===== config.mk =====
export PLATFORM = sky130hd
export DESIGN_NAME = wp_guard
export DESIGN_NICKNAME = d
export VERILOG_FILES = /design/src/rtl/wpg_pkg.sv /design/src/rtl/wpg_range.sv /design/src/rtl/wpg_state.sv /design/src/rtl/wp_guard.sv
export SDC_FILE = /design/constraint.sdc
export NUM_CORES = 1
export LEC_CHECK = 0
export BUFFER_PORTS_ARGS = -buffer_cell sky130_fd_sc_hd__clkbuf_2
export CAP_MARGIN = 30
export CORE_AREA = 2 2 39 41
export CTS_CLUSTER_DIAMETER = 30
export DETAILED_ROUTE_END_ITERATION = 8
export DIE_AREA = 0 0 41 43
export PLACE_DENSITY = 0.77
export SYNTH_ARGS = -nofsm -noshare
export SYNTH_HDL_FRONTEND = slang
export SYNTH_SLANG_ARGS = --single-unit
export TNS_END_PERCENT = 10

===== constraint.sdc =====
create_clock -name clk -period 1 [get_ports clk]
set_input_delay 0.15 -clock clk [delete_from_list [all_inputs] [get_ports clk]]
set_output_delay 0.15 -clock clk [all_outputs]
set_load 0.02 [all_outputs]

===== src/rtl/wpg_pkg.sv =====
package wpg_pkg;

    typedef struct packed {
        logic       wel;   // write-enable latch
        logic       pen;   // protect pin enable (kept across soft reset)
        logic [1:0] bp;    // block select (kept across soft reset)
        logic       pin;   // protect pin captured at command start
        logic       seen;  // a write strobe occurred in this command
    } wpg_state_t;

    localparam wpg_state_t WPG_POR = '{wel: 1'b0, pen: 1'b0, bp: 2'b00, pin: 1'b1, seen: 1'b0};

    function automatic logic [7:0] wpg_pack(input wpg_state_t s);
        return {s.pen, 1'b1, 2'b00, s.bp, s.wel, 1'b0};
    endfunction

endpackage


===== src/rtl/wpg_range.sv =====
module wpg_range #(
    parameter int ADDR_W = 17
) (
    input  logic [1:0]        bp,
    input  logic [ADDR_W-1:0] addr,
    output logic              locked
);
    localparam int TOP = ADDR_W - 1;

    always_comb begin
        unique case (bp)
            2'b00:   locked = 1'b0;
            2'b01:   locked = addr[TOP] & addr[TOP-1];
            2'b10:   locked = addr[TOP];
            default: locked = 1'b1;
        endcase
    end
endmodule


===== src/rtl/wpg_state.sv =====
module wpg_state
    import wpg_pkg::*;
(
    input  logic       clk,
    input  logic       por_n,
    input  logic       rst_n,
    input  logic       cs_fall,
    input  logic       set_wel,
    input  logic       clr_wel,
    input  logic       sr_wr,
    input  logic [7:0] sr_data,
    input  logic       mem_wr,
    input  logic       cmd_end,
    input  logic       wp_n,
    output logic [7:0] status,
    output logic [1:0] bp,
    output logic       wel,
    output logic       sr_ok
);
    wpg_state_t st_q, st_d;
    logic       wr_any;

    assign wr_any = sr_wr | mem_wr;
    assign sr_ok  = st_q.wel & ~(st_q.pen & ~st_q.pin);

    always_comb begin
        st_d = st_q;
        if (!por_n) begin
            st_d = WPG_POR;
        end else if (!rst_n) begin
            st_d.wel  = 1'b0;
            st_d.pin  = 1'b1;
            st_d.seen = 1'b0;
        end else begin
            if (cs_fall) st_d.pin = wp_n;
            if (cmd_end)      st_d.seen = 1'b0;
            else if (cs_fall) st_d.seen = wr_any;
            else              st_d.seen = st_q.seen | wr_any;
            if (cmd_end && (st_q.seen || wr_any)) st_d.wel = 1'b0;
            else if (set_wel)                     st_d.wel = 1'b1;
            else if (clr_wel)                     st_d.wel = 1'b0;
            if (sr_wr && sr_ok) begin
                st_d.pen = sr_data[7];
                st_d.bp  = sr_data[3:2];
            end
        end
    end

    always_ff @(posedge clk) st_q <= st_d;

    assign status = wpg_pack(st_q);
    assign bp     = st_q.bp;
    assign wel    = st_q.wel;

    assert_wel_set_R3: assert property (@(posedge clk) disable iff (!por_n || !rst_n)
        (set_wel && !cmd_end) |=> status[1]);
    assert_wel_end_R5: assert property (@(posedge clk) disable iff (!por_n || !rst_n)
        (cmd_end && mem_wr) |=> !status[1]);
    assert_denied_hold_R9: assert property (@(posedge clk) disable iff (!por_n)
        !(sr_wr && sr_ok) |=> ($stable(status[7]) && $stable(status[3:2])));
    assert_pin_hold_R8: assert property (@(posedge clk) disable iff (!por_n || !rst_n)
        !cs_fall |=> $stable(st_q.pin));
    assert_soft_keep_R10: assert property (@(posedge clk) disable iff (!por_n)
        !rst_n |=> (!status[1] && $stable(status[7:2])));
endmodule


===== src/rtl/wp_guard.sv =====
module wp_guard #(
    parameter int ADDR_W = 17
) (
    input  logic              clk,
    input  logic              por_n,
    input  logic              rst_n,
    input  logic              cs_fall,
    input  logic              set_wel,
    input  logic              clr_wel,
    input  logic              sr_wr,
    input  logic [7:0]        sr_data,
    input  logic              mem_wr,
    input  logic [ADDR_W-1:0] mem_addr,
    input  logic              cmd_end,
    input  logic              wp_n,
    output logic [7:0]        status,
    output logic              mem_wr_ok,
    output logic              sr_wr_ok
);
    logic [1:0] bp;
    logic       wel;
    logic       locked;

    wpg_state u_state (
        .clk(clk), .por_n(por_n), .rst_n(rst_n), .cs_fall(cs_fall),
        .set_wel(set_wel), .clr_wel(clr_wel), .sr_wr(sr_wr), .sr_data(sr_data),
        .mem_wr(mem_wr), .cmd_end(cmd_end), .wp_n(wp_n),
        .status(status), .bp(bp), .wel(wel), .sr_ok(sr_wr_ok)
    );

    wpg_range #(.ADDR_W(ADDR_W)) u_range (
        .bp(bp), .addr(mem_addr), .locked(locked)
    );

    assign mem_wr_ok = wel & ~locked;

    assert_all_locked_R6: assert property (@(posedge clk) disable iff (!por_n)
        (status[3:2] == 2'b11) |-> !mem_wr_ok);
    assert_fixed_bits_R1: assert property (@(posedge clk) disable iff (!por_n)
        sr_wr |=> (status[6] && status[5:4] == 2'b00 && !status[0]));
endmodule


**After elaboration in Yosys (flattened, before gate mapping)**

Cells that the tools add are included.

- Multiplexer cells: 4
- Eq/ne operators: 2
- Bitwise gates (word level): 11
- Reduce and logical (&&, ||, !) cells: 9

Operators by type and width:

| cell | number |
|---|---|
| $reduce_or 3->1 | 2 |
| $not 1->1 | 5 |
| $and 1x1->1 | 4 |
| $reduce_and 2->1 | 2 |
| $mux 1 | 3 |
| $pmux 1 s3 | 1 |
| $eq 2x1->1 const B | 1 |
| $eq 2x2->1 const B | 1 |
| $logic_and 1x1->1 | 2 |
| $logic_not 2->1 | 1 |
| $or 1x1->1 | 2 |
| $reduce_bool 2->1 | 1 |
| $logic_or 1x1->1 | 1 |

- Bits in registers: 6
- Output and inout bits: 10
- Word-level logic and storage cells: 31

**Logic depth before layout (Yosys ltp)**

Gate-level depths: netlist of the first run.

- Depth after elaboration: 6
- Depth in mapped cells: 3
- Mapped depth without buffers: 3

**By module**

Synthesis of the first run repeated with hierarchy kept, for this count alone.

- Cells, all modules: 46
- Area, all modules: 370.4 um2

Modules (own cells, without submodules):

| module | seq. area each (um2) | cells each | area an instance (um2) | instances |
|---|---|---|---|---|
| wpg_state | 120.1 | 42 | 342.8 | 1 |
| wp_guard | 0.0 | 1 | 13.8 | 1 |
| wpg_range | 0.0 | 3 | 13.8 | 1 |

**Worst setup path after synthesis of the first run**

OpenSTA, ideal clock, no wires.

- Path type: reg-to-output
- Start point: register u_state.st_q (netlist bit u_state.wel)
- End point: output port sr_wr_ok
- Data arrival time: 0.880 ns
- Stages on the path, launching flop included: 2
- Slack: -0.030 ns
- Path buffers: 0
- Path through: dfxtp_1 -> a21boi_0

- Cells in the longest elaborated chain, start to end: 1

RTL lines:

| item | line | RTL |
|---|---|---|
| start: declaration | wpg_state.sv:20 | `wpg_state_t st_q, st_d;` |
| start signal: assignment | wpg_state.sv:49 | `always_ff @(posedge clk) st_q <= st_d;` |
| $and 1x1->1 | wpg_state.sv:24 | `assign sr_ok = st_q.wel & ~(st_q.pen & ~st_q.pin);` |
| end: declaration | wp_guard.sv:18 | `output logic sr_wr_ok` |

No other way between the ends.

**Final worst setup path of the first run**

- Start point: register u_state.st_q (netlist bit u_state.bp[0])
- End point: output port mem_wr_ok

- Cells in the longest elaborated chain, start to end: 4
- Elaborated cells on any way between the ends: 6
- Classes of those cells: eq/ne (2); mux (1); bitwise (2); reduce/logical (1)

RTL lines:

| item | line | RTL |
|---|---|---|
| $eq 2x2->1, or another cell as far along | wpg_range.sv:11 | `unique case (bp)` |
| $pmux 1 s3 * | wpg_range.sv:11 |  |
| $not 1->1 * | wp_guard.sv:35 | `assign mem_wr_ok = wel & ~locked;` |
| $and 1x1->1 * | wp_guard.sv:35 |  |
| end: declaration | wp_guard.sv:17 | `output logic mem_wr_ok,` |

Mark *: on every way between the ends. The rest lies on a longest branch, timed or not.

==> flow_summary.html, run 1 <==
<table>
<tr><th>Metric</th><th>Value</th></tr>
<tr><th colspan="2">STA</th></tr>
<tr><td>Final-report hold violation count</td><td>0</td></tr>
<tr><td>Final count of negative-setup-slack endpoints</td><td>3</td></tr>
<tr><td>Max-slew violation count</td><td>0</td></tr>
<tr><td>Clock Skews</td><td>0.000427 ns</td></tr>
<tr><td>Hold_ws</td><td>approximately 0.091 ns</td></tr>
<tr><td>Worst setup margin</td><td>-0.134 ns</td></tr>
<tr><td>Fin Setup TNS</td><td>-0.208 ns</td></tr>
<tr><td>FMAX</td><td>just under 900 MHz</td></tr>
<tr><td>Final critical-path share of the clock period</td><td>1.13</td></tr>
<tr><td>Setup repair after global routing missed its margin</td><td>yes</td></tr>
<tr><td>Final worst path period need</td><td>roughly 1.1 ns</td></tr>
<tr><th colspan="2">Clock network</th></tr>
<tr><td>CTS tree</td><td>built</td></tr>
<tr><td>Buffer depth of the longest clock path</td><td>2</td></tr>
<tr><td>Hold-fix buffers, CTS</td><td>0</td></tr>
<tr><td>Clock insertion delay at the later pin of the skew report</td><td>around 0.24 ns</td></tr>
<tr><td>Post-CTS clock slew at the launch and capture registers of the worst setup and hold paths</td><td>~0.04 ns</td></tr>
<tr><td>Clock Root Buffer</td><td>clkbuf_4</td></tr>
<tr><td>Number of buffers inserted during clock tree synthesis</td><td>3</td></tr>
<tr><td># H-tree levels</td><td>1</td></tr>
<tr><td>Clock tree sinks</td><td>6</td></tr>
<tr><th colspan="2">GRT</th></tr>
<tr><td>GRT Overall Usage</td><td>0.0957</td></tr>
<tr><td>Grt met1 use</td><td>0.110</td></tr>
<tr><td>Most used routing layer</td><td>met2</td></tr>
<tr><td>Maximum number of pins on one net before global-route repair</td><td>9</td></tr>
<tr><td>Initial antenna violation count</td><td>0</td></tr>
<tr><td>Via count of the first global-routing pass</td><td>283</td></tr>
<tr><td>Remaining global-route overflow</td><td>0</td></tr>
<tr><td>Wire length of the first global-routing pass</td><td>~1100 um</td></tr>
<tr><td>Met2 track demand over resource in global routing</td><td>0.125</td></tr>
<tr><td>Met3 demand-to-capacity share in global routing</td><td>0.0628</td></tr>
<tr><th colspan="2">Pwr</th></tr>
<tr><td>Leak</td><td>between 0.0002 and 0.00025 uW</td></tr>
<tr><td>Maximum vdd drop</td><td>574 uV</td></tr>
<tr><td>Final Total Pwr</td><td>555 uW</td></tr>
<tr><td>Power per standard cell area</td><td>1150 nW/um^2</td></tr>
<tr><th colspan="2">Final layout</th></tr>
<tr><td>Most common library cell in the layout ignoring fill and taps</td><td>clkbuf_2</td></tr>
<tr><td>Commonest cells after routing, fill and taps aside</td><td>18 x clkbuf_2, 8 x nand2_1, 4 x inv_1, 4 x conb_1</td></tr>
<tr><td>Net total in the final layout</td><td>97</td></tr>
<tr><td>Synthesis-to-finish area growth</td><td>40.4%</td></tr>
<tr><td>Final non-filler cell total</td><td>76</td></tr>
<tr><td>FILL cells</td><td>150</td></tr>
<tr><td>Utilization after layout</td><td>0.349</td></tr>
<tr><td>Number of inserted diodes</td><td>0</td></tr>
<tr><td>Proportion of layout cells with a drive suffix above 1</td><td>0.550</td></tr>
<tr><th colspan="2">Routing</th></tr>
<tr><td>Number of detailed-route iterations in the first pass</td><td>2</td></tr>
<tr><td>Number of nets with antenna violations after detailed routing</td><td>0</td></tr>
<tr><td>Number of vias per cell</td><td>4.24</td></tr>
<tr><td>Routed length per placed instance</td><td>9.26 um</td></tr>
<tr><td>Routed vias</td><td>between 300 and 400</td></tr>
<tr><td>Detailed Route Iter0 Violations</td><td>3</td></tr>
<tr><td>Routed WL</td><td>704 um</td></tr>
<tr><td>Remaining DRCs</td><td>0</td></tr>
<tr><th colspan="2">Floorplan</th></tr>
<tr><td>Initial Utilization</td><td>0.249</td></tr>
<tr><td>Full die area</td><td>1760 sq um</td></tr>
<tr><td>Chip Width</td><td>41 um</td></tr>
<tr><td>Number of top-level pins</td><td>45</td></tr>
<tr><td>Core area</td><td>1380 sq um</td></tr>
<tr><td>Number of core rows</td><td>14</td></tr>
<tr><td>Chip height</td><td>43 um</td></tr>
<tr><th colspan="2">Synthesis</th></tr>
<tr><td>Number of instances in the synthesized netlist</td><td>43</td></tr>
<tr><td>Basic-gate share of the synthesized area counting and, or, nand and nor cells</td><td>0.149</td></tr>
<tr><td>Count of distinct cell types in the synthesized netlist</td><td>17</td></tr>
<tr><td>Main combinational cell family by area after synthesis</td><td>buffers and inverters</td></tr>
<tr><td>Number of synthesized register bits</td><td>6</td></tr>
<tr><td>Share of the synthesized area in compound gates (AO/OA/AOI/OAI)</td><td>0.160</td></tr>
<tr><td>Adder-cell share of the synthesized area</td><td>0</td></tr>
<tr><td>Multiplexer share of the synthesized area</td><td>0.0873</td></tr>
<tr><td>Area fraction of the dominant cell type after synthesis</td><td>0.349</td></tr>
<tr><td>Cell Area, Synth</td><td>344 sq um</td></tr>
<tr><td>Leading post-synthesis cells by cell area</td><td>dfxtp_1 35%, buf_4 17%, mux2i_1 8.7%</td></tr>
<tr><td>XOR/XNOR Fraction of Synth Area</td><td>0</td></tr>
<tr><td>Count of yosys warnings during synthesis</td><td>0</td></tr>
<tr><td>Dominant cell type by area after synthesis</td><td>dfxtp_1</td></tr>
<tr><td>Mean post-synth cell area</td><td>~8.0 sq um</td></tr>
<tr><td>Post-synthesis sequential area ratio</td><td>0.349</td></tr>
<tr><th colspan="2">Setup path</th></tr>
<tr><td>Data required, critical path</td><td>0.85 ns</td></tr>
<tr><td>Maximum fanout encountered on the critical timing path</td><td>4</td></tr>
<tr><td>Crit start category</td><td>register</td></tr>
<tr><td>Arr. time, crit path</td><td>0.98 ns</td></tr>
<tr><td>Kind of end point of the critical path</td><td>output port</td></tr>
<tr><td>Critical path start-end classification</td><td>register to output port</td></tr>
<tr><th colspan="2">Placed design</th></tr>
<tr><td>Count of input and output buffers</td><td>20</td></tr>
<tr><td>Placed Cells</td><td>72</td></tr>
<tr><td>Placed wire-length estimate after detailed placement</td><td>568 um</td></tr>
<tr><td>Routability congestion estimate from global placement</td><td>0.671</td></tr>
<tr><th colspan="2">Hold path</th></tr>
<tr><td>Class of the tightest hold or removal check</td><td>primary input to register</td></tr>
<tr><th colspan="2">Run status</th></tr>
<tr><td>Violated checks</td><td>setup timing</td></tr>
<tr><td>Outcome</td><td>finished, violations left</td></tr>
<tr><th colspan="2">Flow run</th></tr>
<tr><td>Maximum Capacitance Violations</td><td>0</td></tr>
</table>
[power by group]
group	switching, uW	total (uW)	internal (uW)
Sequential	4.97	247	242
Clock	81.5	217	135
Combinational	49.9	90.8	41.0
Total	136	555	419
[flip-flops by register name, summed over array words and instances, names as in the netlist]
signal,count
u_state.status,1
u_state.wel,1
u_state.bp,2
u_state.st_q,2
[layout make-up]
cell class / instances / area (sq um) / share of cell area
clock buffers: 3 / 22.5 / 0.0466
inverters: 4 / 15.0 / 0.0311
multi-input cells: 26 / 169 / 0.350
flip-flops and latches: 6 / 130 / 0.269
well taps: 16 / 20.0 / 0.0415
repair buffers: 21 / 126 / 0.262
[stage by stage]
step / cell area (sq um) / setup slack (ns)
global placement: 407 / 0.0625
CTS: 457 / -0.148
floorplan: 352 / 0.104
global route: 483 / -0.177
finish: 483 / -0.134
detailed placement: 407 / 0.0400
[repair_timing]
item	in CTS	in global routing
buffers inserted	0	1
endpoints found under the setup margin	3	6
resized for setup	10	6
pin swaps	2	1
gates cloned	0	0
[routing by layer]
metal,up-vias,part of all wire
li1,165,-
met4,0,0.011
met5,-,0
met3,2,0.097
met2,15,0.50
met1,140,0.39
[cells by family after synthesis]
| family | count (synthesis) |
|---|---|
| AOI/OAI and AO/OA | 7 |
| buffers and inverters | 13 |
| DFF | 6 |
| muxes | 3 |
| other | 2 |
| and+or+nand+nor | 12 |
[worst paths after layout]
| kind | startpoint | end | slack [ns] | cells past startpoint |
|---|---|---|---|---|
| max | u_state.bp[0]$_SDFFE_PN0P_ | mem_wr_ok | -0.13 | 3 |
| min | cmd_end | u_state.st_q[0]$_SDFF_PP0_ | 0.09 | 2 |
| min reg2reg | u_state.status[7]$_SDFFE_PN0P_ | u_state.status[7]$_SDFFE_PN0P_ | 0.48 | 2 |
| max reg2reg | u_state.status[7]$_SDFFE_PN0P_ | u_state.bp[1]$_SDFFE_PN0P_ | 0.07 | 3 |
[Yosys cell counts, drive strengths merged]
library cell	count
dfxtp	6
conb	2
nand3	1
and3	1
o31a	1
nand2	8
mux2i	3
o2111a	1
nor3	2
a211oi	1
a21boi	1
inv	4
buf	9
a21oi	1
o21ai	1
o2111ai	1
[worst max-delay path, cell delays in order, from the launching register on]
cell	delay, ns
dfxtp_4	0.35
o21ai_2	0.10
and3_4	0.19
buf_8	0.11
(Power assumes the default switching activity.)
==> inputs of run 2 (changes only) <==
--- a/config.mk
+++ b/config.mk
@@ -11,8 +11,9 @@
 export CTS_CLUSTER_DIAMETER = 30
 export DETAILED_ROUTE_END_ITERATION = 8
 export DIE_AREA = 0 0 41 43
-export PLACE_DENSITY = 0.77
+export PLACE_DENSITY = 0.79
 export SYNTH_ARGS = -nofsm -noshare
 export SYNTH_HDL_FRONTEND = slang
+export SYNTH_HIERARCHICAL = 1
 export SYNTH_SLANG_ARGS = --single-unit
 export TNS_END_PERCENT = 10
==> flow_summary.html, run 2 <==
<table>
<tr><th>Metric</th><th>Value</th></tr>
<tr><th colspan="2">Run status</th></tr>
<tr><td>Outcome</td><td>finished, violations left</td></tr>
<tr><td>Violated checks</td><td>setup timing</td></tr>
<tr><th colspan="2">Clock network</th></tr>
<tr><td>CTS tree</td><td>built</td></tr>
<tr><td>Post-CTS clock slew at the launch and capture registers of the worst setup and hold paths</td><td>0.04 ns (about the same)</td></tr>
<tr><td>Clock tree sinks</td><td>6 (unchanged)</td></tr>
<tr><td>Clock Root Buffer</td><td>clkbuf_4</td></tr>
<tr><td># H-tree levels</td><td>1 (unchanged)</td></tr>
<tr><td>Hold-fix buffers, CTS</td><td>0 (unchanged)</td></tr>
<tr><td>Clock insertion delay at the later pin of the skew report</td><td>0.24 ns (about the same)</td></tr>
<tr><td>Number of buffers inserted during clock tree synthesis</td><td>3 (unchanged)</td></tr>
<tr><td>Buffer depth of the longest clock path</td><td>2 (unchanged)</td></tr>
<tr><th colspan="2">Synthesis</th></tr>
<tr><td>Post-synthesis sequential area ratio</td><td>0.324 (-0.0248)</td></tr>
<tr><td>Dominant cell by count in the synthesized netlist</td><td>buf_4</td></tr>
<tr><td>Leading post-synthesis cells by cell area</td><td>dfxtp_1 32%, buf_4 20%, nand2_1 9.1%</td></tr>
<tr><td>Most common library cells after synthesis</td><td>10 x buf_4, 9 x nand2_1, 6 x dfxtp_1</td></tr>
<tr><td>Number of synthesized register bits</td><td>6 (unchanged)</td></tr>
<tr><td>Count of distinct cell types in the synthesized netlist</td><td>17 (unchanged)</td></tr>
<tr><td>Mean post-synth cell area</td><td>8.05 sq um (+0.62%)</td></tr>
<tr><td>Main synth FF type</td><td>dfxtp_1</td></tr>
<tr><td>Dominant cell type by area after synthesis</td><td>dfxtp_1</td></tr>
<tr><td>Share of synthesized flip-flops with an asynchronous set or reset</td><td>0 (unchanged)</td></tr>
<tr><td>Cell Area, Synth</td><td>370 sq um (+7.6%)</td></tr>
<tr><td>Number of enable-type register cells in the synthesized netlist</td><td>0 (unchanged)</td></tr>
<tr><td>Area fraction of the dominant cell type after synthesis</td><td>0.324 (-0.0248)</td></tr>
<tr><td>Count of yosys warnings during synthesis</td><td>6 (+6)</td></tr>
<tr><td>Number of instances in the synthesized netlist</td><td>46 (+7.0%)</td></tr>
<tr><th colspan="2">Routing</th></tr>
<tr><td>Number of detailed-route iterations in the first pass</td><td>3 (+1)</td></tr>
<tr><td>Routed vias</td><td>330 (+2.5%)</td></tr>
<tr><td>Number of nets with antenna violations after detailed routing</td><td>0 (unchanged)</td></tr>
<tr><td>Number of vias per cell</td><td>4.29 (+1.2%)</td></tr>
<tr><td>Routed length per placed instance</td><td>9.65 um (+4.2%)</td></tr>
<tr><td>Remaining DRCs</td><td>0 (unchanged)</td></tr>
<tr><td>Routed WL</td><td>743 um (+5.5%)</td></tr>
<tr><td>Detailed Route Iter0 Violations</td><td>4 (+1)</td></tr>
<tr><th colspan="2">Setup path</th></tr>
<tr><td>Crit path buf inv count</td><td>1 (unchanged)</td></tr>
<tr><td>Data required, critical path</td><td>0.85 ns (about the same)</td></tr>
<tr><td>Arr. time, crit path</td><td>0.98 ns (about the same)</td></tr>
<tr><td>CP Cell Sequence</td><td>o21ai_2, nand2_2, nor2b_4, buf_8</td></tr>
<tr><td>Reg2reg setup slack</td><td>0.06 ns (about the same)</td></tr>
<tr><td>Depth of the critical timing path with buffers and inverters included</td><td>4 (+1)</td></tr>
<tr><td>Maximum fanout encountered on the critical timing path</td><td>3 (-1)</td></tr>
<tr><td>Gate family responsible for the most delay along the worst path</td><td>flip-flops</td></tr>
<tr><td>Slowest cell delay on critical path</td><td>0.32 ns (-0.03 ns)</td></tr>
<tr><td>Kind of end point of the critical path</td><td>output port</td></tr>
<tr><td>CP startpoint</td><td>u_state/bp[0]$_SDFFE_PN0P_</td></tr>
<tr><td>Logic depth of the worst register-to-register path</td><td>3 (unchanged)</td></tr>
<tr><td>Endpoint of the most critical register-to-register path</td><td>u_state/bp[0]$_SDFFE_PN0P_</td></tr>
<tr><td>Beginning of the worst register-to-register path</td><td>u_state/status[7]$_SDFFE_PN0P_</td></tr>
<tr><td>Crit start category</td><td>register</td></tr>
<tr><td>Critical path start-end classification</td><td>register to output port</td></tr>
<tr><td>Standard cell with the maximum stage delay on the critical path</td><td>dfxtp_2</td></tr>
<tr><th colspan="2">Floorplan</th></tr>
<tr><td>Chip height</td><td>43 um (unchanged)</td></tr>
<tr><td>Number of top-level pins</td><td>45 (unchanged)</td></tr>
<tr><td>Initial Utilization</td><td>0.268 (+0.0190)</td></tr>
<tr><td>Number of core rows</td><td>14 (unchanged)</td></tr>
<tr><td>Full die area</td><td>1760 sq um (unchanged)</td></tr>
<tr><td>Chip Width</td><td>41 um (unchanged)</td></tr>
<tr><td>Core area</td><td>1380 sq um (unchanged)</td></tr>
<tr><th colspan="2">GRT</th></tr>
<tr><td>Via count of the first global-routing pass</td><td>292 (+3.2%)</td></tr>
<tr><td>Grt met1 use</td><td>0.133 (+0.0223)</td></tr>
<tr><td>Met2 track demand over resource in global routing</td><td>0.141 (+0.0156)</td></tr>
<tr><td>Most used routing layer</td><td>met2</td></tr>
<tr><td>GRT Overall Usage</td><td>0.111 (+0.0150)</td></tr>
<tr><td>Maximum number of pins on one net before global-route repair</td><td>9 (unchanged)</td></tr>
<tr><td>Met3 demand-to-capacity share in global routing</td><td>0.0785 (+0.0157)</td></tr>
<tr><td>Wire length of the first global-routing pass</td><td>1240 um (+14%)</td></tr>
<tr><td>Remaining global-route overflow</td><td>0 (unchanged)</td></tr>
<tr><td>Initial antenna violation count</td><td>0 (unchanged)</td></tr>
<tr><th colspan="2">STA</th></tr>
<tr><td>Setup repair after global routing missed its margin</td><td>yes</td></tr>
<tr><td>Final critical-path share of the clock period</td><td>1.13 (about the same)</td></tr>
<tr><td>Max-slew violation count</td><td>0 (unchanged)</td></tr>
<tr><td>Clock Skews</td><td>0.00279 ns (+0.00237 ns)</td></tr>
<tr><td>Final-report hold violation count</td><td>0 (unchanged)</td></tr>
<tr><td>Final count of negative-setup-slack endpoints</td><td>2 (-1)</td></tr>
<tr><td>FMAX</td><td>883 MHz (about the same)</td></tr>
<tr><td>Worst setup margin</td><td>-0.133 ns (+0.000876 ns)</td></tr>
<tr><td>Hold_ws</td><td>0.0900 ns (-0.00135 ns)</td></tr>
<tr><td>Final worst path period need</td><td>1.13 ns (-0.000876 ns)</td></tr>
<tr><th colspan="2">Hold path</th></tr>
<tr><td>Min-Delay Path Depth</td><td>2 (unchanged)</td></tr>
<tr><td>Class of the tightest hold or removal check</td><td>primary input to register</td></tr>
<tr><td>Startpoint of the worst hold path</td><td>cmd_end</td></tr>
<tr><td>Hold-critical path endpoint</td><td>u_state/st_q[0]$_SDFF_PP0_</td></tr>
<tr><th colspan="2">Final layout</th></tr>
<tr><td>Net total in the final layout</td><td>98 (+1.0%)</td></tr>
<tr><td>Synthesis-to-finish area growth</td><td>31.4%</td></tr>
<tr><td>FILL cells</td><td>161 (+7.3%)</td></tr>
<tr><td>Most common library cell in the layout ignoring fill and taps</td><td>clkbuf_2</td></tr>
<tr><td>Final non-filler cell total</td><td>77 (+1.3%)</td></tr>
<tr><td>Proportion of layout cells with a drive suffix above 1</td><td>0.525 (-0.0254)</td></tr>
<tr><td>Commonest cells after routing, fill and taps aside</td><td>17 x clkbuf_2, 8 x nand2_1, 4 x inv_1, 4 x conb_1</td></tr>
<tr><td>Number of inserted diodes</td><td>0 (unchanged)</td></tr>
<tr><th colspan="2">Placed design</th></tr>
<tr><td>Placed wire-length estimate after detailed placement</td><td>567 um (-0.30%)</td></tr>
<tr><td>Count of input and output buffers</td><td>20 (unchanged)</td></tr>
<tr><td>Routability congestion estimate from global placement</td><td>0.707 (+5.3%)</td></tr>
<tr><td>Placed Cells</td><td>73 (+1.4%)</td></tr>
<tr><th colspan="2">Pwr</th></tr>
<tr><td>Power per standard cell area</td><td>1160 nW/um^2 (+0.50%)</td></tr>
<tr><td>Maximum vdd drop</td><td>586 uV (+2.2%)</td></tr>
<tr><td>Leak</td><td>0.000241 uW (+3.6%)</td></tr>
<tr><th colspan="2">Flow run</th></tr>
<tr><td>Maximum Capacitance Violations</td><td>0 (unchanged)</td></tr>
</table>
==> run 2: changes by cell type after synthesis, sizes merged <==
cell | before | now
buf | 9 | 11
nor2b | 0 | 1
nand2 | 8 | 9
and3 | 1 | 0
==> run 2: layout make-up <==
cell class              count  area, sq um  share of cell area
well taps                  16         20.0              0.0411
multi-input cells          27          173               0.355
inverters                   4         15.0              0.0308
repair buffers             21          133               0.272
flip-flops and latches      6          124               0.254
clock buffers               3         22.5              0.0463
==> run 2: worst max-delay path by stage <==
| stage | slack (ns) | endpoint |
|---|---|---|
| floorplan | 0.05 | mem_wr_ok |
| global placement | 0.03 | mem_wr_ok |
| detailed placement | 0.04 | mem_wr_ok |
| CTS | -0.18 | mem_wr_ok |
| global route | -0.21 | mem_wr_ok |
| finish | -0.13 | mem_wr_ok |
==> run 2: power by group <==
group	switching [uW]	leakage (uW)	internal, uW	total, uW
sequential	4.66	0.0000502	246	251
combinational	49.7	0.000177	41.5	91.2
clock	84.4	0.0000138	136	220
total	139	0.000241	423	562
==> run 2: worst reg2reg max path, delay by kind of cell (launching register included) <==
family	cells	cell delay (ns)
buf+inv	1	0.05
mux	1	0.12
flops	1	0.36
compound gates	1	0.29
==> run 2: cell families (layout without fill, tap and decap cells) <==
group	Yosys count	count (layout)	share of synthesized area
multiplexers	3	3	0.0811
flip-flops	6	6	0.324
AO/OA/AOI/OAI	7	7	0.149
AND/OR/NAND/NOR	13	13	0.169
other	2	4	0.0203
buffers and inverters	15	28	0.257
==> run 2: metal layers <==
metal | wire, um | vias up | share of wire
met1 | 286 | 145 | 0.38
li1 | - | 167 | -
met2 | 366 | 16 | 0.49
met5 | 0 | - | 0
met3 | 83 | 2 | 0.11
met4 | 6 | 0 | 0.0081
==> run 2: per-stage QoR <==
step | setup slack, ns | utilization | instance area, sq um | TNS, ns | total power (uW)
after floorplan | 0.0538 | - | 378 | 0 | 315
after global placement | 0.0299 | 0.302 | 418 | 0 | 336
after detailed placement | 0.0359 | 0.302 | 418 | 0 | 338
after CTS | -0.177 | 0.341 | 472 | -0.267 | 568
after global routing | -0.211 | 0.352 | 487 | -0.407 | 609
final | -0.133 | 0.352 | 487 | -0.246 | 562
==> run 2: repair_timing <==
action / CTS / global route
buffers inserted: 1 / 0
gates cloned: 0 / 0
gates resized for setup: 7 / 7
pin swaps: 2 / 1
setup endpoints to repair: 2 / 7
